$ cat src/rtl/chipcorr_pkg.sv
package chipcorr_pkg;

  localparam int BARKER_MAX = 13;

  typedef enum logic [2:0] {
    SEL_LOADED = 3'd0,
    SEL_B2     = 3'd1,
    SEL_B3     = 3'd2,
    SEL_B4     = 3'd3,
    SEL_B5     = 3'd4,
    SEL_B7     = 3'd5,
    SEL_B11    = 3'd6,
    SEL_B13    = 3'd7
  } code_sel_e;

  // Right-justified, first transmitted chip at the highest used bit.
  // A -1 chip is stored as 0.
  function automatic logic [BARKER_MAX-1:0] barker_bits(input code_sel_e sel);
    case (sel)
      SEL_B2:  barker_bits = BARKER_MAX'(2'b01);
      SEL_B3:  barker_bits = BARKER_MAX'(3'b001);
      SEL_B4:  barker_bits = BARKER_MAX'(4'b0010);
      SEL_B5:  barker_bits = BARKER_MAX'(5'b00010);
      SEL_B7:  barker_bits = BARKER_MAX'(7'b0001101);
      SEL_B11: barker_bits = BARKER_MAX'(11'b00011101101);
      SEL_B13: barker_bits = 13'b0000011001010;
      default: barker_bits = '0;
    endcase
  endfunction

  function automatic int barker_len(input code_sel_e sel);
    case (sel)
      SEL_B2:  barker_len = 2;
      SEL_B3:  barker_len = 3;
      SEL_B4:  barker_len = 4;
      SEL_B5:  barker_len = 5;
      SEL_B7:  barker_len = 7;
      SEL_B11: barker_len = 11;
      SEL_B13: barker_len = 13;
      default: barker_len = 1;
    endcase
  endfunction

endpackage

$ cat src/rtl/ref_select.sv
module ref_select
  import chipcorr_pkg::*;
#(
  parameter int MAX_LEN = BARKER_MAX,
  localparam int CNT_W = $clog2(MAX_LEN + 1)
) (
  input  logic               clk,
  input  logic               rst_n,
  input  logic [2:0]         code_sel,
  input  logic               pn_load,
  input  logic [MAX_LEN-1:0] pn_pattern,
  input  logic [CNT_W-1:0]   pn_len,
  output logic [MAX_LEN-1:0] ref_bits,
  output logic [CNT_W-1:0]   ref_len
);

  logic [MAX_LEN-1:0] pat_q;
  logic [CNT_W-1:0]   len_q;
  logic [CNT_W-1:0]   len_clamped;
  code_sel_e          sel;

  assign sel = code_sel_e'(code_sel);

  always_comb begin
    if (pn_len == '0)
      len_clamped = CNT_W'(1);
    else if (pn_len > CNT_W'(MAX_LEN))
      len_clamped = CNT_W'(MAX_LEN);
    else
      len_clamped = pn_len;
  end

  always_ff @(posedge clk or negedge rst_n) begin
    if (!rst_n) begin
      pat_q <= '0;
      len_q <= CNT_W'(MAX_LEN);
    end else if (pn_load) begin
      pat_q <= pn_pattern;
      len_q <= len_clamped;
    end
  end

  always_comb begin
    if (sel == SEL_LOADED) begin
      ref_bits = pat_q;
      ref_len  = len_q;
    end else begin
      ref_bits = MAX_LEN'(barker_bits(sel));
      ref_len  = CNT_W'(barker_len(sel));
    end
  end

  // the captured length is always a usable length
  a_r6_len_range: assert property (@(posedge clk) disable iff (!rst_n)
    (len_q >= CNT_W'(1)) && (len_q <= CNT_W'(MAX_LEN)));

  // a load takes the offered pattern
  a_r6_load_capture: assert property (@(posedge clk) disable iff (!rst_n)
    pn_load |=> (pat_q == $past(pn_pattern)));

endmodule

$ cat src/rtl/chip_window.sv
module chip_window #(
  parameter int MAX_LEN = 13,
  localparam int CNT_W = $clog2(MAX_LEN + 1)
) (
  input  logic               clk,
  input  logic               rst_n,
  input  logic               chip_valid,
  input  logic               chip_data,
  input  logic [CNT_W-1:0]   ref_len,
  output logic [MAX_LEN-1:0] win_q,
  output logic [MAX_LEN-1:0] win_d,
  output logic               filled_d
);

  logic [CNT_W-1:0] fill_q;
  logic [CNT_W-1:0] fill_d;

  // Newest chip enters at bit 0; older chips move toward the top.
  always_comb begin
    if (chip_valid) begin
      win_d  = {win_q[MAX_LEN-2:0], chip_data};
      fill_d = (fill_q == CNT_W'(MAX_LEN)) ? fill_q : fill_q + CNT_W'(1);
    end else begin
      win_d  = win_q;
      fill_d = fill_q;
    end
  end

  assign filled_d = (fill_d >= ref_len);

  always_ff @(posedge clk or negedge rst_n) begin
    if (!rst_n) begin
      win_q  <= '0;
      fill_q <= '0;
    end else begin
      win_q  <= win_d;
      fill_q <= fill_d;
    end
  end

  // no chip, no movement
  a_r2_window_hold: assert property (@(posedge clk) disable iff (!rst_n)
    !chip_valid |=> $stable(win_q));

  // an accepted chip lands at the newest position
  a_r2_window_entry: assert property (@(posedge clk) disable iff (!rst_n)
    chip_valid |=> (win_q[0] == $past(chip_data)));

  // fill count saturates at the window size
  a_r8_fill_cap: assert property (@(posedge clk) disable iff (!rst_n)
    fill_q <= CNT_W'(MAX_LEN));

endmodule

$ cat src/rtl/agree_counter.sv
module agree_counter #(
  parameter int MAX_LEN = 13,
  localparam int CNT_W = $clog2(MAX_LEN + 1)
) (
  input  logic               clk,
  input  logic               rst_n,
  input  logic               chip_valid,
  input  logic [MAX_LEN-1:0] win_d,
  input  logic [MAX_LEN-1:0] ref_bits,
  input  logic [CNT_W-1:0]   ref_len,
  input  logic               filled_d,
  input  logic [CNT_W-1:0]   threshold,
  output logic [CNT_W-1:0]   match_count,
  output logic               detect
);

  logic [MAX_LEN-1:0] agree;
  logic [CNT_W-1:0]   sum;
  logic [CNT_W-1:0]   len_q;

  for (genvar g = 0; g < MAX_LEN; g++) begin : g_xnor
    assign agree[g] = ~(win_d[g] ^ ref_bits[g]) & (CNT_W'(g) < ref_len);
  end

  always_comb begin
    sum = '0;
    for (int i = 0; i < MAX_LEN; i++)
      sum = sum + CNT_W'(agree[i]);
  end

  always_ff @(posedge clk or negedge rst_n) begin
    if (!rst_n) begin
      match_count <= '0;
      detect      <= 1'b0;
      len_q       <= CNT_W'(1);
    end else if (chip_valid) begin
      match_count <= sum;
      detect      <= filled_d && (sum >= threshold);
      len_q       <= ref_len;
    end else begin
      detect      <= 1'b0;
    end
  end

  // count holds and detect is quiet after an idle edge
  a_r2_idle_quiet: assert property (@(posedge clk) disable iff (!rst_n)
    !chip_valid |=> ($stable(match_count) && !detect));

  // a detect is always backed by a count at the threshold
  a_r7_detect_threshold: assert property (@(posedge clk) disable iff (!rst_n)
    $rose(detect) |-> (match_count >= $past(threshold)));

  // detect only follows an accepting edge
  a_r7_detect_after_chip: assert property (@(posedge clk) disable iff (!rst_n)
    detect |-> $past(chip_valid));

  // agreement never exceeds the code length in force
  a_r3_count_bound: assert property (@(posedge clk) disable iff (!rst_n)
    match_count <= len_q);

endmodule

$ cat src/rtl/chip_correlator.sv
module chip_correlator
  import chipcorr_pkg::*;
#(
  parameter int MAX_LEN = BARKER_MAX,
  localparam int CNT_W = $clog2(MAX_LEN + 1)
) (
  input  logic               clk,
  input  logic               rst_n,
  input  logic               chip_valid,
  output logic               chip_ready,
  input  logic               chip_data,
  input  logic [2:0]         code_sel,
  input  logic               pn_load,
  input  logic [MAX_LEN-1:0] pn_pattern,
  input  logic [CNT_W-1:0]   pn_len,
  input  logic [CNT_W-1:0]   threshold,
  output logic [CNT_W-1:0]   match_count,
  output logic               detect
);

  logic [MAX_LEN-1:0] ref_bits;
  logic [CNT_W-1:0]   ref_len;
  logic [MAX_LEN-1:0] win_q;
  logic [MAX_LEN-1:0] win_d;
  logic               filled_d;

  assign chip_ready = 1'b1;

  ref_select #(.MAX_LEN(MAX_LEN)) u_ref (
    .clk        (clk),
    .rst_n      (rst_n),
    .code_sel   (code_sel),
    .pn_load    (pn_load),
    .pn_pattern (pn_pattern),
    .pn_len     (pn_len),
    .ref_bits   (ref_bits),
    .ref_len    (ref_len)
  );

  chip_window #(.MAX_LEN(MAX_LEN)) u_win (
    .clk        (clk),
    .rst_n      (rst_n),
    .chip_valid (chip_valid),
    .chip_data  (chip_data),
    .ref_len    (ref_len),
    .win_q      (win_q),
    .win_d      (win_d),
    .filled_d   (filled_d)
  );

  agree_counter #(.MAX_LEN(MAX_LEN)) u_cnt (
    .clk         (clk),
    .rst_n       (rst_n),
    .chip_valid  (chip_valid),
    .win_d       (win_d),
    .ref_bits    (ref_bits),
    .ref_len     (ref_len),
    .filled_d    (filled_d),
    .threshold   (threshold),
    .match_count (match_count),
    .detect      (detect)
  );

  // the window starts from all -1 chips
  a_r1_window_reset: assert property (@(posedge clk)
    $rose(rst_n) |-> (win_q == '0));

endmodule

$ cat config.mk
export PLATFORM = sky130hd
export DESIGN_NAME = chip_correlator
export DESIGN_NICKNAME = d
export VERILOG_FILES = /design/src/rtl/chipcorr_pkg.sv /design/src/rtl/ref_select.sv /design/src/rtl/chip_window.sv /design/src/rtl/agree_counter.sv /design/src/rtl/chip_correlator.sv
export SDC_FILE = /design/constraint.sdc
export NUM_CORES = 1
export LEC_CHECK = 0
export BUFFER_PORTS_ARGS = -buffer_cell sky130_fd_sc_hd__buf_2
export CAP_MARGIN = 20
export CORE_MARGIN = 1
export CORE_UTILIZATION = 25
export DETAILED_ROUTE_END_ITERATION = 8
export HOLD_SLACK_MARGIN = 0.06
export PLACE_DENSITY = 0.39
export SYNTH_ARGS = -nofsm -noshare
export SYNTH_HDL_FRONTEND = slang
export SYNTH_SLANG_ARGS = --single-unit
$ cat constraint.sdc
create_clock -name clk -period 13.23 [get_ports clk]
set_input_delay 1.9845 -clock clk [delete_from_list [all_inputs] [get_ports clk]]
set_output_delay 1.9845 -clock clk [all_outputs]
set_load 0.01 [all_outputs]
[Word-level counts from Yosys, hierarchy flattened]
Index checks and enable logic that the tools add are counted.
Storage, ports and cells
  logic and storage cells: 97
  register bits after elaboration: 39
  output and inout bits: 6
  bits of input ports: 29
Operators by class
  reduce and logical (&&, ||, !) cells: 5
  muxes and demuxes: 10
  magnitude comparators: 16
  equality and inequality tests: 8
  $add $sub $neg: 13
  bitwise logic cells: 39
Operators with widths (count)
  $add 4x1->4: 11
  $pmux 8 s5: 1
  $pmux 4 s7: 1
  $mux 13: 2
  $lt 4x4->1 const A: 5
  $mux 4: 5
  $lt 3x4->1 const A: 4
  $and 1x1->1: 13
  $not 1->1: 13
  $xor 1x1->1: 13
  $eq 3x3->1 const B: 4
  $ge 4x4->1: 2
  $lt 1x4->1 const A: 2
  $lt 2x4->1 const A: 2
  $eq 3x2->1 const B: 2
  $add 4x1->4 const B: 1
  $eq 4x4->1 const B: 1
  $gt 4x4->1 const B: 1
  $logic_not 4->1: 1
  $reduce_or 2->1: 2
  $eq 3x1->1 const B: 1
  $logic_not 3->1: 1
  $add 1x1->2: 1
  $logic_and 1x1->1: 1
  $mux 1: 1

[Depth between registers and ports, before layout]
  depth after elaboration: 22
  mapped depth: 23
  mapped depth without buffers: 22

[Hierarchy]
From an unflattened synthesis, not the netlist that was laid out.
Unflattened totals
  cells, all modules: 236
  area total of the unflattened synthesis: 2591.2 um2
Modules (own cells, without submodules)
  ref_select: area an instance 922.1 um2, cells each 84, instances 1
  chip_window: area an instance 853.3 um2, cells each 60, instances 1
  agree_counter: area an instance 804.5 um2, cells each 90, instances 1
  chip_correlator: area an instance 11.3 um2, cells each 2, instances 1

[Least setup slack after synthesis]
Ideal clock, no wire load.
  path kind: in2reg
  start point: in code_sel[1]
  end point: reg u_cnt.detect
  path slack: 6384 ps
  buffers on the path: 1
  cell stages on the path: 21
  arrival: 6762 ps
  cell sequence: or2_1 buf_6 o21a_4 nor2_1 a31oi_1 ha_1 inv_1 fa_1 inv_1 fa_1 inv_1 fa_1 inv_1 fa_1 ha_1 fa_1 ha_1 a21boi_0 o21ai_0 a21oi_1 a21boi_0
Between the ends
  cells in the longest elaborated chain, start to end: 22
  elaborated cells on any way between the ends: 82
  those cells by class: add/sub: 12; order compare: 15; eq/ne: 7; mux: 5; bitwise: 39; reduce/logical: 4
RTL lines
  start: declaration: RTL line chip_correlator.sv:12  | input logic [2:0] code_sel,
  branches (longest 18 deep; another with $lt 1x4->1)
  $add 4x1->4 (*): RTL line agree_counter.sv:28  | sum = sum + CNT_W'(agree[i]);
  via u_cnt.sum[1]: RTL line agree_counter.sv:18  | logic [CNT_W-1:0] sum;
  $ge 4x4->1 (*): RTL line agree_counter.sv:38  | detect <= filled_d && (sum >= threshold);
  $logic_and 1x1->1 (*): RTL line agree_counter.sv:38
  $mux 1 (*): RTL line agree_counter.sv:36  | end else if (chip_valid) begin
  end signal: assignment: RTL line agree_counter.sv:38
  end: declaration: RTL line agree_counter.sv:14  | output logic detect
Mark *: on every way through the listed nets, which the timed path passes.
A chain may end at the register's enable or synchronous reset.

[Final worst setup path]
Ends and elaborated chain as after synthesis.

==> results summary <==
The detailed-route wire length came out at 4961 microns. After synthesis, the mean cell area works out to 11.02 sq um. The overall routing resource usage is 11.25%. Counting every net in the synthesized netlist gives 272. Derived from the worst setup path, the maximum achievable clock frequency is 139.9 MHz. TritonCTS built the clock tree. The post-route clock skew is 0.009235 ns.

The count of flip-flops with a built-in enable after synthesis came out at 0. Headroom to the max-slew limit came out at 40.89%. The worst register-to-register path begins at u_ref.len_q[0]$_DFFE_PN1P_. The static leakage came out at 1.288 nW. For hold timing, the worst endpoint is u_cnt.match_count[2]$_DFFE_PN0P_.

The number of cells on the worst reg-to-reg path is 20. The antenna diode instance count came out at 0. The count of yosys warnings during synthesis came out at 0. The layer flagged by global routing as most heavily used is met2. The overall die area is 0.01009 sq mm. The first global-routing pass estimated 8556 microns of wire. Clock-pin slew was measured on the worst setup and hold paths at 0.08 ns. The minimum period implied by the final worst setup slack came out at 7.149 ns. The clock tree root buffer cell is sky130_fd_sc_hd__clkbuf_8. The met3 track demand over resource is 3.051%. The number of placement rows came out at 35. The number of hold violations in the final report came to 0. The placed instances occupy a cell area of 0.002695 sq mm.

In the synthesized netlist the dominant register cell turns out to be sky130_fd_sc_hd__dfrtp_1. The global routing met1 resource utilization came out at 15.11%. The worst hold path begins at u_cnt.match_count[2]$_DFFE_PN0P_.

The horizontal die dimension came out at 100.5 microns. The part of the total power dissipated in combinational logic is 52.3%. The kind of launch point of the worst setup path is an input pin.

The fraction of met2 tracks used by global routing is 17.70%. The count of input and output buffers came out at 33. Max-cap violations in this run came to 0. The number of hold buffers added after cts is 0.

The synthesized design contains 39 register bits. The count of nets after finishing is 304. The cell area after synthesis came out at 0.002424 sq mm. The design area came out at 0.002794 sq mm.

The data arrival at the endpoint of the critical path came out at 7.31 ns. Setup violations remaining at the end of the flow were counted as 0. The worst-case IR drop observed on VDD is 0.00006900 V. The via count of the first global-routing pass is 1693. The worst endpoint required time came out at 13.39 ns. The total net switching power is 206.1 uW. Of the total power, the share spent switching nets is 38.32%. The max-slew violation count came out at 0. The routed layout has 1644 vias. The height of the die is 100.5 microns. The clock net sink count is 39. The share of synthesized area occupied by flip-flops and latches came out at 40.42%. The clock group share of total power came out at 16.3%.

The share of flip-flops with an asynchronous set or reset is 100.0%. Summed over all failing endpoints, the final setup total negative slack is 0 ns. The internal power of the cells is 331.7 uW. The largest net degree at the start of global routing came out at 40. The number of instances on the worst hold path came out at 1. The min-delay analysis places its worst path in the category reg -> reg. The residual overflow from global routing is 0. The number of library cell types mapped by synthesis is 41.

The critical path endpoint category is a flop. The H-tree was split into 2 levels. The synthesized instance count is 220. The maximum count of clock buffers along a single path is 2. The post-route DRC violation count came out at 0. Leaving out fill and tap cells, the most frequent cell in the layout is sky130_fd_sc_hd__dfrtp_1. Summed over all nets, the half-perimeter wirelength after detailed placement is 3850 microns. The final weighted congestion of routability-driven global placement is 0.7203. Leaving out fill and tap cells, the most frequent cells in the layout are 36 x sky130_fd_sc_hd__dfrtp_1, 33 x sky130_fd_sc_hd__buf_2, 32 x sky130_fd_sc_hd__mux2_2, 18 x sky130_fd_sc_hd__inv_1, 16 x sky130_fd_sc_hd__ha_1. The number of ports placed on the die boundary is 35. The DRC marker count from the first detailed-route iteration is 84. The number of gates given a new drive strength after cts is 0.

The worst setup path is of the in -> reg kind. The core region is 0.009328 sq mm. The initial utilization of the core area, before any placement, comes to 25.98%. Dividing the final minimum period by the clock period gives 54.04%. The sequential share of power came out at 31.5%. The post-CTS setup-driven buffer insertion count came out at 0. In the final routed layout, each cell accounts on average for 12.99 microns. Setup repair after global routing left no endpoint under its margin. The endpoint identified for the worst register-to-register timing path is u_cnt.detect$_DFF_PN0_.

The layout-stage area growth over the synthesis result came out at 15.28%. The via count normalized by instance count is 4.304. For the pin with the worst max-slew slack, the measured transition is 0.8867 ns. The later-pin clock latency in the skew report came out at 0.30 ns. The number of antenna violations at the first check in global routing came out at 0. The total power divided by cell area came out at 192.5 mW/mm^2.

Of all nets on the critical path, the largest fanout is 14. The run finished with clean final reports. The detail route stage leaves a number of antenna-violating nets equal to 0. The slack of the worst reg-to-reg path is 7.88 ns. The number of buffers added by the clock tree synthesis step is 5. The number of iterations in the first detailed-routing pass is 4. The fraction of layout instances using a drive strength above 1 came out at 32.02%.
-- Yosys cell counts, types with 2 or more instances --
library cell | number | area, sq um
sky130_fd_sc_hd__nor2_1 | 9 | 33.78
sky130_fd_sc_hd__dfstp_2 | 3 | 78.83
sky130_fd_sc_hd__nor2b_1 | 2 | 12.51
sky130_fd_sc_hd__nor3b_1 | 2 | 15.01
sky130_fd_sc_hd__ha_1 | 16 | 200.2
sky130_fd_sc_hd__mux2_2 | 32 | 360.4
sky130_fd_sc_hd__xnor2_1 | 9 | 78.83
sky130_fd_sc_hd__nand2_1 | 14 | 52.55
sky130_fd_sc_hd__or2_1 | 2 | 12.51
sky130_fd_sc_hd__fa_1 | 7 | 140.1
sky130_fd_sc_hd__a21oi_1 | 15 | 75.07
sky130_fd_sc_hd__dfrtp_1 | 36 | 900.9
sky130_fd_sc_hd__o21ai_0 | 7 | 35.03
sky130_fd_sc_hd__xor2_1 | 7 | 61.31
sky130_fd_sc_hd__a211oi_1 | 2 | 15.01
sky130_fd_sc_hd__buf_2 | 2 | 10.01
sky130_fd_sc_hd__nand3_1 | 5 | 25.02
sky130_fd_sc_hd__nor3_1 | 4 | 20.02
sky130_fd_sc_hd__inv_1 | 18 | 67.56
sky130_fd_sc_hd__a21boi_0 | 3 | 22.52
sky130_fd_sc_hd__buf_4 | 4 | 30.03
sky130_fd_sc_hd__a21o_1 | 2 | 15.01
-- cell families (layout without fill, tap and decap cells) --
kind of cell               Yosys count  in the layout  synth area share (%)
and+or+nand+nor                     45             45                 9.912
DFF                                 39             39                 40.42
AOI/OAI and AO/OA                   36             36                 9.189
muxes                               33             33                 15.28
buffers and inverters               27             60                 5.214
adders and majority gates           23             23                 14.04
xor gates and xnor gates            16             16                 5.782
other                                1              1                0.1547
-- per-stage QoR --
step	hold WS (ns)	util, %	cells	setup slack [ns]	power [mW]
2_1_floorplan	0.4723	-	220	6.384	0.3878
3_3_place_gp	0.4849	28.89	374	5.823	0.4577
3_5_place_dp	0.4924	28.89	374	5.712	0.4612
4_1_cts	0.5122	29.95	382	6.053	0.5535
5_1_grt	0.5257	29.95	382	5.685	0.6098
6_report	0.5025	29.95	382	6.081	0.5378
-- sequential cells by signal (all words and copies together), names as in the netlist --
| name | flops |
|---|---|
| u_ref.pat_q | 13 |
| u_cnt.match_count | 4 |
| u_ref.len_q | 4 |
| u_cnt.detect | 1 |
| u_win.fill_q | 4 |
| u_win.win_q | 13 |
-- worst max-delay path by stage --
| stage | start | endpoint | slack [ns] | depth (start not counted) |
|---|---|---|---|---|
| after floorplan | code_sel[1] | u_cnt.detect$_DFF_PN0_ | 6.38 | 21 |
| after global placement | code_sel[1] | u_cnt.detect$_DFF_PN0_ | 5.82 | 21 |
| after global routing | code_sel[1] | u_cnt.detect$_DFF_PN0_ | 5.68 | 21 |
| after CTS | code_sel[0] | u_cnt.detect$_DFF_PN0_ | 6.05 | 21 |
| after detailed placement | code_sel[0] | u_cnt.detect$_DFF_PN0_ | 5.71 | 21 |
| final | code_sel[1] | u_cnt.detect$_DFF_PN0_ | 6.08 | 21 |
-- routing by layer --
layer	part of all wire, %	up-vias
met5	0	-
met4	0.77	0
met3	4.4	6
met2	45	37
met1	50	786
li1	-	815
-- area by class of cell --
class	instances	area, sq um
clock buffers	6	82.58
flip-flops and latches	39	979.7
repair buffers	33	165.2
well taps	129	161.4
multi-input cells	154	1318
fillers	1002	6534
inverters	19	71.32
clock inverters	2	16.27
-- critical path, cell delays in order --
cell and delay (ns):
sky130_fd_sc_hd__buf_2 0.15, sky130_fd_sc_hd__or2_1 0.33, sky130_fd_sc_hd__nor2_8 0.08, sky130_fd_sc_hd__a21oi_2 0.52
sky130_fd_sc_hd__a31oi_1 0.17, sky130_fd_sc_hd__ha_1 0.32, sky130_fd_sc_hd__inv_1 0.05, sky130_fd_sc_hd__fa_1 0.53
sky130_fd_sc_hd__inv_1 0.05, sky130_fd_sc_hd__fa_1 0.52, sky130_fd_sc_hd__inv_1 0.05, sky130_fd_sc_hd__fa_1 0.53
sky130_fd_sc_hd__inv_1 0.05, sky130_fd_sc_hd__fa_1 0.47, sky130_fd_sc_hd__ha_1 0.23, sky130_fd_sc_hd__fa_1 0.47
sky130_fd_sc_hd__ha_1 0.28, sky130_fd_sc_hd__a21boi_0 0.11, sky130_fd_sc_hd__o21ai_0 0.19, sky130_fd_sc_hd__a21oi_1 0.09
sky130_fd_sc_hd__a21boi_0 0.12
-- power by group through the flow --
stage                     sequential (mW)  clock [mW]  combinational (mW)
after floorplan                     0.170           0               0.218
after global placement              0.173           0               0.285
after detailed placement            0.173           0               0.288
after CTS                           0.170      0.0926               0.291
after global routing                0.174      0.0970               0.338
final                               0.169      0.0875               0.281
No activity file was read; power rests on OpenSTA's default activity.
